**config.mk**
```make
export PLATFORM = sky130hd
export DESIGN_NAME = rail_src_sel
export DESIGN_NICKNAME = d
export VERILOG_FILES = /design/src/rtl/rail_sel_pkg.sv /design/src/rtl/src_qualifier.sv /design/src/rtl/ramp_timer.sv /design/src/rtl/sel_fsm.sv /design/src/rtl/rail_src_sel.sv
export SDC_FILE = /design/constraint.sdc
export NUM_CORES = 1
export LEC_CHECK = 0
export BUFFER_PORTS_ARGS = -buffer_cell sky130_fd_sc_hd__buf_4
export CORE_MARGIN = 10
export CORE_UTILIZATION = 50
export CTS_CLUSTER_SIZE = 24
export DETAILED_ROUTE_END_ITERATION = 6
export GPL_TIMING_DRIVEN = 0
export PLACE_DENSITY = 0.76
export SLEW_MARGIN = 20
export SYNTH_ARGS = -nofsm -noshare
export SYNTH_HDL_FRONTEND = slang
export SYNTH_SLANG_ARGS = --single-unit
```
**constraint.sdc**
```tcl
create_clock -name clk -period 4.2 [get_ports clk]
set_clock_uncertainty 0.05 [all_clocks]
set_input_delay 0 -clock clk [delete_from_list [all_inputs] [get_ports clk]]
set_output_delay 0 -clock clk [all_outputs]
set_load 0.005 [all_outputs]
```
**src/rtl/rail_sel_pkg.sv**
```systemverilog
package rail_sel_pkg;

  typedef enum logic [1:0] {
    ST_IDLE = 2'd0,
    ST_RAMP = 2'd1,
    ST_ON   = 2'd2,
    ST_SWAP = 2'd3
  } sel_state_e;

  typedef enum logic {
    SRC_PRI = 1'b0,
    SRC_SEC = 1'b1
  } src_e;

  // Gate pattern {sec, pri} for a state and an owner.
  function automatic logic [1:0] gate_decode(sel_state_e st, src_e owner);
    logic drive;
    drive = (st == ST_RAMP) || (st == ST_ON);
    gate_decode = drive ? ((owner == SRC_SEC) ? 2'b10 : 2'b01) : 2'b00;
  endfunction

  // Arbitration on an unowned rail: primary wins a tie.
  function automatic src_e pick_source(logic pri_ok, logic sec_ok);
    pick_source = (pri_ok || !sec_ok) ? SRC_PRI : SRC_SEC;
  endfunction

  function automatic src_e other_source(src_e s);
    other_source = (s == SRC_PRI) ? SRC_SEC : SRC_PRI;
  endfunction

endpackage

```
**src/rtl/src_qualifier.sv**
```systemverilog
module src_qualifier #(
  parameter int DEBOUNCE_TICKS = 4
) (
  input  logic clk,
  input  logic rst_n,
  input  logic tick,
  input  logic in_range,
  input  logic over_v,
  output logic qualified,
  output logic usable
);
  localparam int CW = $clog2(DEBOUNCE_TICKS + 1);
  localparam logic [CW-1:0] LIMIT = CW'(DEBOUNCE_TICKS);

  logic [CW-1:0] stable_cnt;

  always_ff @(posedge clk or negedge rst_n) begin
    if (!rst_n) begin
      stable_cnt <= '0;
    end else if (!in_range) begin
      stable_cnt <= '0;
    end else if (tick && (stable_cnt != LIMIT)) begin
      stable_cnt <= stable_cnt + 1'b1;
    end
  end

  assign qualified = (stable_cnt == LIMIT);
  assign usable    = qualified && !over_v;

  // qualification only rises while the flag has been high
  a_r2_rise_needs_flag: assert property (@(posedge clk) disable iff (!rst_n)
    $rose(qualified) |-> $past(in_range));
  // a low flag clears qualification on the next clock
  a_r2_low_clears: assert property (@(posedge clk) disable iff (!rst_n)
    !in_range |=> !qualified);

endmodule

```
**src/rtl/ramp_timer.sv**
```systemverilog
module ramp_timer #(
  parameter int RAMP_TICKS = 300
) (
  input  logic clk,
  input  logic rst_n,
  input  logic run,
  input  logic tick,
  output logic done
);
  localparam int CW = $clog2(RAMP_TICKS);
  localparam logic [CW-1:0] LAST = CW'(RAMP_TICKS - 1);

  logic [CW-1:0] tick_cnt;

  always_ff @(posedge clk or negedge rst_n) begin
    if (!rst_n) begin
      tick_cnt <= '0;
    end else if (!run) begin
      tick_cnt <= '0;
    end else if (tick && (tick_cnt != LAST)) begin
      tick_cnt <= tick_cnt + 1'b1;
    end
  end

  assign done = run && tick && (tick_cnt == LAST);

  // a stopped timer always restarts from zero
  a_r5_fresh_start: assert property (@(posedge clk) disable iff (!rst_n)
    !run |=> (tick_cnt == '0));

endmodule

```
**src/rtl/sel_fsm.sv**
```systemverilog
module sel_fsm
  import rail_sel_pkg::*;
(
  input  logic       clk,
  input  logic       rst_n,
  input  logic       pri_ok,
  input  logic       sec_ok,
  input  logic       ramp_done,
  output sel_state_e state,
  output src_e       owner
);
  sel_state_e state_n;
  src_e       owner_n;
  logic       cur_ok, alt_ok;

  assign cur_ok = (owner == SRC_PRI) ? pri_ok : sec_ok;
  assign alt_ok = (owner == SRC_PRI) ? sec_ok : pri_ok;

  always_comb begin
    state_n = state;
    owner_n = owner;
    unique case (state)
      ST_IDLE: begin
        if (pri_ok || sec_ok) begin
          owner_n = pick_source(pri_ok, sec_ok);
          state_n = ST_RAMP;
        end
      end
      ST_RAMP, ST_ON: begin
        if (!cur_ok) begin
          if (alt_ok) begin
            owner_n = other_source(owner);
            state_n = ST_SWAP;
          end else begin
            state_n = ST_IDLE;
          end
        end else if (state == ST_RAMP && ramp_done) begin
          state_n = ST_ON;
        end
      end
      ST_SWAP: begin
        state_n = cur_ok ? ST_RAMP : ST_IDLE;
      end
      default: state_n = ST_IDLE;
    endcase
  end

  always_ff @(posedge clk or negedge rst_n) begin
    if (!rst_n) begin
      state <= ST_IDLE;
      owner <= SRC_PRI;
    end else begin
      state <= state_n;
      owner <= owner_n;
    end
  end

  // a held rail keeps its owner while that owner stays usable
  a_r4_keep_owner: assert property (@(posedge clk) disable iff (!rst_n)
    ((state == ST_RAMP || state == ST_ON) && cur_ok) |=> $stable(owner));

endmodule

```
**src/rtl/rail_src_sel.sv**
```systemverilog
module rail_src_sel
  import rail_sel_pkg::*;
#(
  parameter int DEBOUNCE_TICKS = 4,
  parameter int RAMP_TICKS     = 300
) (
  input  logic clk,
  input  logic rst_n,
  input  logic tick,
  input  logic pri_in_range,
  input  logic pri_ovp,
  input  logic sec_in_range,
  input  logic sec_ovp,
  output logic pri_gate_en,
  output logic sec_gate_en,
  output logic ramp_active,
  output logic power_good
);
  logic       pri_qual, sec_qual;
  logic       pri_ok, sec_ok;
  logic       ramp_run, ramp_done;
  logic [1:0] gates;
  sel_state_e state;
  src_e       owner;

  src_qualifier #(.DEBOUNCE_TICKS(DEBOUNCE_TICKS)) u_pri_q (
    .clk(clk), .rst_n(rst_n), .tick(tick),
    .in_range(pri_in_range), .over_v(pri_ovp),
    .qualified(pri_qual), .usable(pri_ok));

  src_qualifier #(.DEBOUNCE_TICKS(DEBOUNCE_TICKS)) u_sec_q (
    .clk(clk), .rst_n(rst_n), .tick(tick),
    .in_range(sec_in_range), .over_v(sec_ovp),
    .qualified(sec_qual), .usable(sec_ok));

  assign ramp_run = (state == ST_RAMP);

  ramp_timer #(.RAMP_TICKS(RAMP_TICKS)) u_ramp (
    .clk(clk), .rst_n(rst_n), .run(ramp_run), .tick(tick), .done(ramp_done));

  sel_fsm u_fsm (
    .clk(clk), .rst_n(rst_n), .pri_ok(pri_ok), .sec_ok(sec_ok),
    .ramp_done(ramp_done), .state(state), .owner(owner));

  assign gates       = gate_decode(state, owner);
  assign pri_gate_en = gates[0];
  assign sec_gate_en = gates[1];
  assign ramp_active = ramp_run;
  assign power_good  = (state == ST_ON);

  // the two pass switches are exclusive
  a_r7_exclusive: assert property (@(posedge clk) disable iff (!rst_n)
    !(pri_gate_en && sec_gate_en));
  // overvoltage on the driving input drops it on the next clock
  a_r6_pri_ovp_drop: assert property (@(posedge clk) disable iff (!rst_n)
    (pri_gate_en && pri_ovp) |=> !pri_gate_en);
  a_r6_sec_ovp_drop: assert property (@(posedge clk) disable iff (!rst_n)
    (sec_gate_en && sec_ovp) |=> !sec_gate_en);
  // break before make between the two switches
  a_r8_pri_after_gap: assert property (@(posedge clk) disable iff (!rst_n)
    $rose(pri_gate_en) |-> $past(!sec_gate_en));
  a_r8_sec_after_gap: assert property (@(posedge clk) disable iff (!rst_n)
    $rose(sec_gate_en) |-> $past(!pri_gate_en));
  // power-good never outlives the switch
  a_r10_pg_needs_gate: assert property (@(posedge clk) disable iff (!rst_n)
    power_good |-> (pri_gate_en || sec_gate_en));
  // power-good only follows a ramp
  a_r5_pg_after_ramp: assert property (@(posedge clk) disable iff (!rst_n)
    $rose(power_good) |-> $past(ramp_active));
  // with no usable input, nothing is driven next
  a_r9_none_off: assert property (@(posedge clk) disable iff (!rst_n)
    (!pri_ok && !sec_ok) |=> !(pri_gate_en || sec_gate_en));
  // an overvoltaged input is never freshly granted
  a_r11_no_ovp_grant: assert property (@(posedge clk) disable iff (!rst_n)
    (pri_ovp && pri_qual && !pri_gate_en) |=> !pri_gate_en);

endmodule

```
After elaboration in Yosys (flattened, before gate mapping)
Cells that the tools add are included.

storage, ports and cells
  memory bits (writable) = 0
  bits in read-only memories = 0
  bits in latches = 0
  input port bits = 7
  memories kept = 0
  logic and storage cells = 65
  flip-flop bits (word level) = 18

cells by class
  $mul = 0
  multiplexer cells = 22
  add/subtract/negate cells = 3
  reduce and logical (&&, ||, !) cells = 19
  eq/ne operators = 16
  shifts and indexed selects = 0
  $lt $le $gt $ge = 0
  div/mod/pow operators = 0
  bitwise operators = 0

operators with widths
  cell                                                                     number
  9-bit 2-to-1 mux                                                         2
  2-bit 2-to-1 mux                                                         6
  3-bit 2-to-1 mux                                                         4
  9-bit by 1-bit adder with 9-bit output, second input constant            1
  9-bit == test, second input constant                                     1
  3-bit inequality test, second input constant                             3
  9-bit inequality test, second input constant                             1
  1-bit logical AND                                                        8
  1-bit 2-to-1 mux                                                         8
  2-bit by 1-bit inequality test with 1-bit output, second input constant  4
  3-bit by 1-bit adder with 3-bit output, second input constant            2
  3-bit == test, second input constant                                     2
  2-bit one-hot mux with 3 select lines                                    1
  2-bit == test, second input constant                                     2
  2-bit inequality test, second input constant                             2
  4-bit AND reduction                                                      1
  1-bit logical NOT                                                        3
  1-bit logical OR                                                         3
  2-bit by 1-bit == test with 1-bit output, second input constant          1
  2-bit logical NOT                                                        1
  1-bit one-hot mux with 2 select lines                                    1
  2-bit AND reduction                                                      1
  2-bit nonzero test                                                       1
  2-bit OR reduction                                                       1

Depth between registers and ports, before layout
  depth after elaboration = 7
  gate-level depth with buffers = 6
  depth with buffers taken out = 6

Hierarchy
From an unflattened synthesis, not the netlist that was laid out.

unflattened totals
  cells, all modules = 121
  area, all modules = 1182.4 µm²

by module, submodules not included
  module         seq. area each (µm²)  cells an instance  area each (µm²)  times used
  ramp_timer     225.2                 51                 481.7            1
  src_qualifier  75.1                  19                 196.4            2
  sel_fsm        75.1                  26                 262.8            1
  rail_src_sel   0.0                   6                  45.0             1

Least setup slack after synthesis
No wires, ideal clock.

  path kind = flip-flop to flip-flop
  from = reg u_fsm.state[0]
  to = reg u_fsm.state[0]
  path slack = 2.504 ns
  arrival time = 1.505 ns
  period minus slack after synthesis = 1.696 ns
  library setup time = 0.141 ns
  buffers on the path = 0
  stages on the path, launching flop included = 7
  cells stage by stage = dfrtp_1 inv_1 ha_1 and2_1 and3_1 a2111oi_0 mux2i_1

on the way
  word-level cells in the longest chain between the ends = 6
  elaborated cells on any way between the ends = 12
  those cells by class = 5 x eq/ne; 1 x mux; 6 x reduce/logical

ends and longest elaborated chain
  item                                      line                                              source
  from (decl)                               sel_fsm.sv:9                                      output sel_state_e state,
  from (signal assigned)                    sel_fsm.sv:53                                     state <= state_n;
  2-bit by 1-bit == test with 1-bit output  sel_fsm.sv:22, sel_fsm.sv:37, rail_src_sel.sv:36
  1-bit logical AND (2 in a row)            ramp_timer.sv:25                                  assign done = run && tick && (tick_cnt == LAST);
  1-bit logical AND                         sel_fsm.sv:37                                     end else if (state == ST_RAMP && ramp_done) begin
  3-bit inequality test (no source line)    --
  2-bit AND reduction (no source line)      --

Parallel ways exist; a longest one is shown, timed or not.
A chain may end at the register's enable or synchronous reset.

Final worst setup path
  from = reg u_fsm.state[1]
  to = reg u_fsm.state[0]

Same word-level chain as after synthesis.

==> impl_results.md <==
- Clock latency on the worst-skew pair: 0.29 ns
- Worst setup margin: 2.37 ns
- Startpoint Class: register
- Pre-CTS WS: 2.37 ns
- Commonest non-fill, non-tap cell in the layout: dfrtp_1
- Ratio of cells with drive above 1 in the final layout: 14.0%
- Post-route cell area: 1280 um^2
- P_leak: 0.581 nW
- Setup CP Type: reg -> reg
- Vias per Instance: 5.72
- Sequential area share after synthesis: 40.3%
- Cell count after synthesis: 113
- GRT Resource Usage Total: 10.7%
- Root buffer cell: clkbuf_4
- Die H: 67.3 um
- RePlAce Congestion: 0.725
- Worst Path Required: 4.37 ns
- Endpoints failing setup: 0
- Mapped Area: 1120 um^2
- Post-CTS sizing: 0
- Period Utilization, post-route: 43.5%
- CP Max Fanout: 10
- R2R Setup Slk: 2.37 ns
- Worst Max-Slew Pin Slew: 0.390 ns
- Hold Crit Class: in -> async
- Layout overhead on the synthesized area: 14.5%
- DRC viols: 0
- Antenna violations before repair: 0
- Core Util, Final: 59.1%
- Post-route antenna net violation count: 0
- Vias: 898
- Clock slew at reported path FFs: 0.10 ns
- Fmax: 548 MHz
- Status: completed
- Synth unique cells: 31
- Max IR drop VDD: 0.000243 V
- Synthesized net count: 130
- Post-DP Area: 1230 um^2
- Syn Area/Cell: 9.90 um^2
- Slew headroom: 74.0%
- Top-Level Pins: 11
- Total gr overflow: 0
- DR WL/cell: 13.1 um
- # port buffers: 10
- Starting Density: 51.6%
- Largest net degree at the start of global routing: 19
- Seq cells post-synth: 18
- Die Area: 4530 um^2
- Tmin final: 1.83 ns
- CTS Sinks: 18
- Worst Setup SP: u_fsm.state[1]$_DFFE_PN0P_
- Vias in the first global route: 894
- Die width: 67.3 um
- Arr. time, crit path: 1.99 ns
- Max Buffers Root-to-Sink: 2
- H-Tree Depth: 1
- Row count: 17
- Num CTS Buffers: 3
- Commonest non-fill, non-tap cells in the layout: 18 x dfrtp_1, 12 x nand2_1, 10 x ha_1, 10 x buf_4, 8 x and2_1
- Worst r2r src: u_fsm.state[1]$_DFFE_PN0P_
- CTS tree: done
- RSZ-0062 raised after global routing: no
- PD cells: 359 nW/um^2
- CP Capture Type: register
- Hold_ws: 0.0552 ns
- Final layout net count: 148
- Global-route wire length before repair: 3860 um
- Core ar.: 2170 um^2
- # Post-CTS Setup Buffers: 0
- Fin. Hold Viols: 0
- Post-Route WL: 2050 um
- ANT cells: 0
- Drt pass-1 iters: 4
- Max-slew violation count: 0
- Drt first-iter violations: 38
- Post-DP HPWL: 1570 um
- Number of synthesis warnings: 0
- Max-Cap Viols: 0
- Setup TNS: 0 ns
## synthesized netlist by cell type
cell type	count	area (um^2)
ha_1	10	125
a21boi_0	5	37.5
mux2i_1	3	30.0
o211ai_1	1	7.51
inv_1	6	22.5
nand3_1	3	15.0
or3_1	4	25.0
o21ai_0	4	20.0
a21oi_1	3	15.0
a2111oi_0	1	8.76
and3_1	3	18.8
nand2_1	12	45.0
nor2b_1	2	12.5
a31oi_2	1	12.5
nand4_1	3	18.8
nand4b_1	1	8.76
o221a_2	1	11.3
dfrtp_1	18	450
xnor2_1	7	61.3
and3b_1	1	8.76
and2_1	8	50.1
nand4bb_2	1	16.3
and3_2	1	7.51
nor2_1	3	11.3
o22ai_1	1	6.26
nor3b_1	2	15.0
nand3b_1	3	22.5
nand4bb_1	1	11.3
clkbuf_1	2	7.51
and4b_1	1	10.0
or2_2	1	6.26
## critical path, stage by stage, from the launching register on
cell and delay [ns]:
dfrtp_1 0.38, inv_1 0.09, ha_1 0.22, clkbuf_1 0.21
or2_2 0.35, a31oi_2 0.23, mux2i_1 0.21
## power by group
group | switching [W] | internal (W)
Combinational | 0.0000802 | 0.0000842
Clock | 0.0000522 | 0.0000334
Sequential | 0.0000172 | 0.000193
## worst paths after layout
| kind | endpoint | cells past startpoint |
|---|---|---|
| worst min register to register | u_pri_q.stable_cnt[1]$_DFFE_PN0P_ | 2 |
| worst min-delay path | u_sec_q.stable_cnt[0]$_DFFE_PN0P_ | 2 |
| min in group clk | u_fsm.state[1]$_DFFE_PN0P_ | 5 |
| worst max-delay path | u_fsm.state[0]$_DFFE_PN0P_ | 6 |
| worst max register to register | u_fsm.state[0]$_DFFE_PN0P_ | 6 |
| max in group asynchronous | u_ramp.tick_cnt[6]$_DFFE_PN0P_ | 2 |
## metal layers
layer	share of wire, %	track usage, %
met1	47	13.6
met5	0	0
met3	3.8	2.98
met4	1.4	3.85
met2	48	16.8
## stage by stage
step	total power (W)	cells
4_1_cts	0.000467	157
2_1_floorplan	0.000325	113
6_report	0.000460	157
3_5_place_dp	0.000378	151
3_3_place_gp	0.000371	151
5_1_grt	0.000501	157
## layout make-up
class / instances / area [um^2]
inverter: 6 / 22.5
multi-input combinational: 87 / 638
clock buffer: 3 / 22.5
timing repair buffer: 13 / 105
buffer: 2 / 7.51
tap: 28 / 35.0
fill: 211 / 888
sequential: 18 / 450
## registers in the layout, indices dropped and copies added (netlist names)
register and flops:
u_ramp.tick_cnt 9, u_pri_q.stable_cnt 3, u_sec_q.stable_cnt 3, u_fsm.state 2, u_fsm.owner 1
## cell families after synthesis
group | after synthesis | share of synthesized area [%]
flip-flops | 18 | 40.3
AO/OA/AOI/OAI | 17 | 10.6
buffers and inverters | 8 | 2.68
multiplexers | 3 | 2.68
AND/OR/NAND/NOR | 50 | 27.1
XOR/XNOR | 7 | 5.48
adder cells (fa/ha/maj) | 10 | 11.2
## timing repair
action,CTS,global route
hold buffers,3,0
setup endpoints to repair,0,0
hold endpoints to repair,24,0
(Power assumes the default switching activity.)
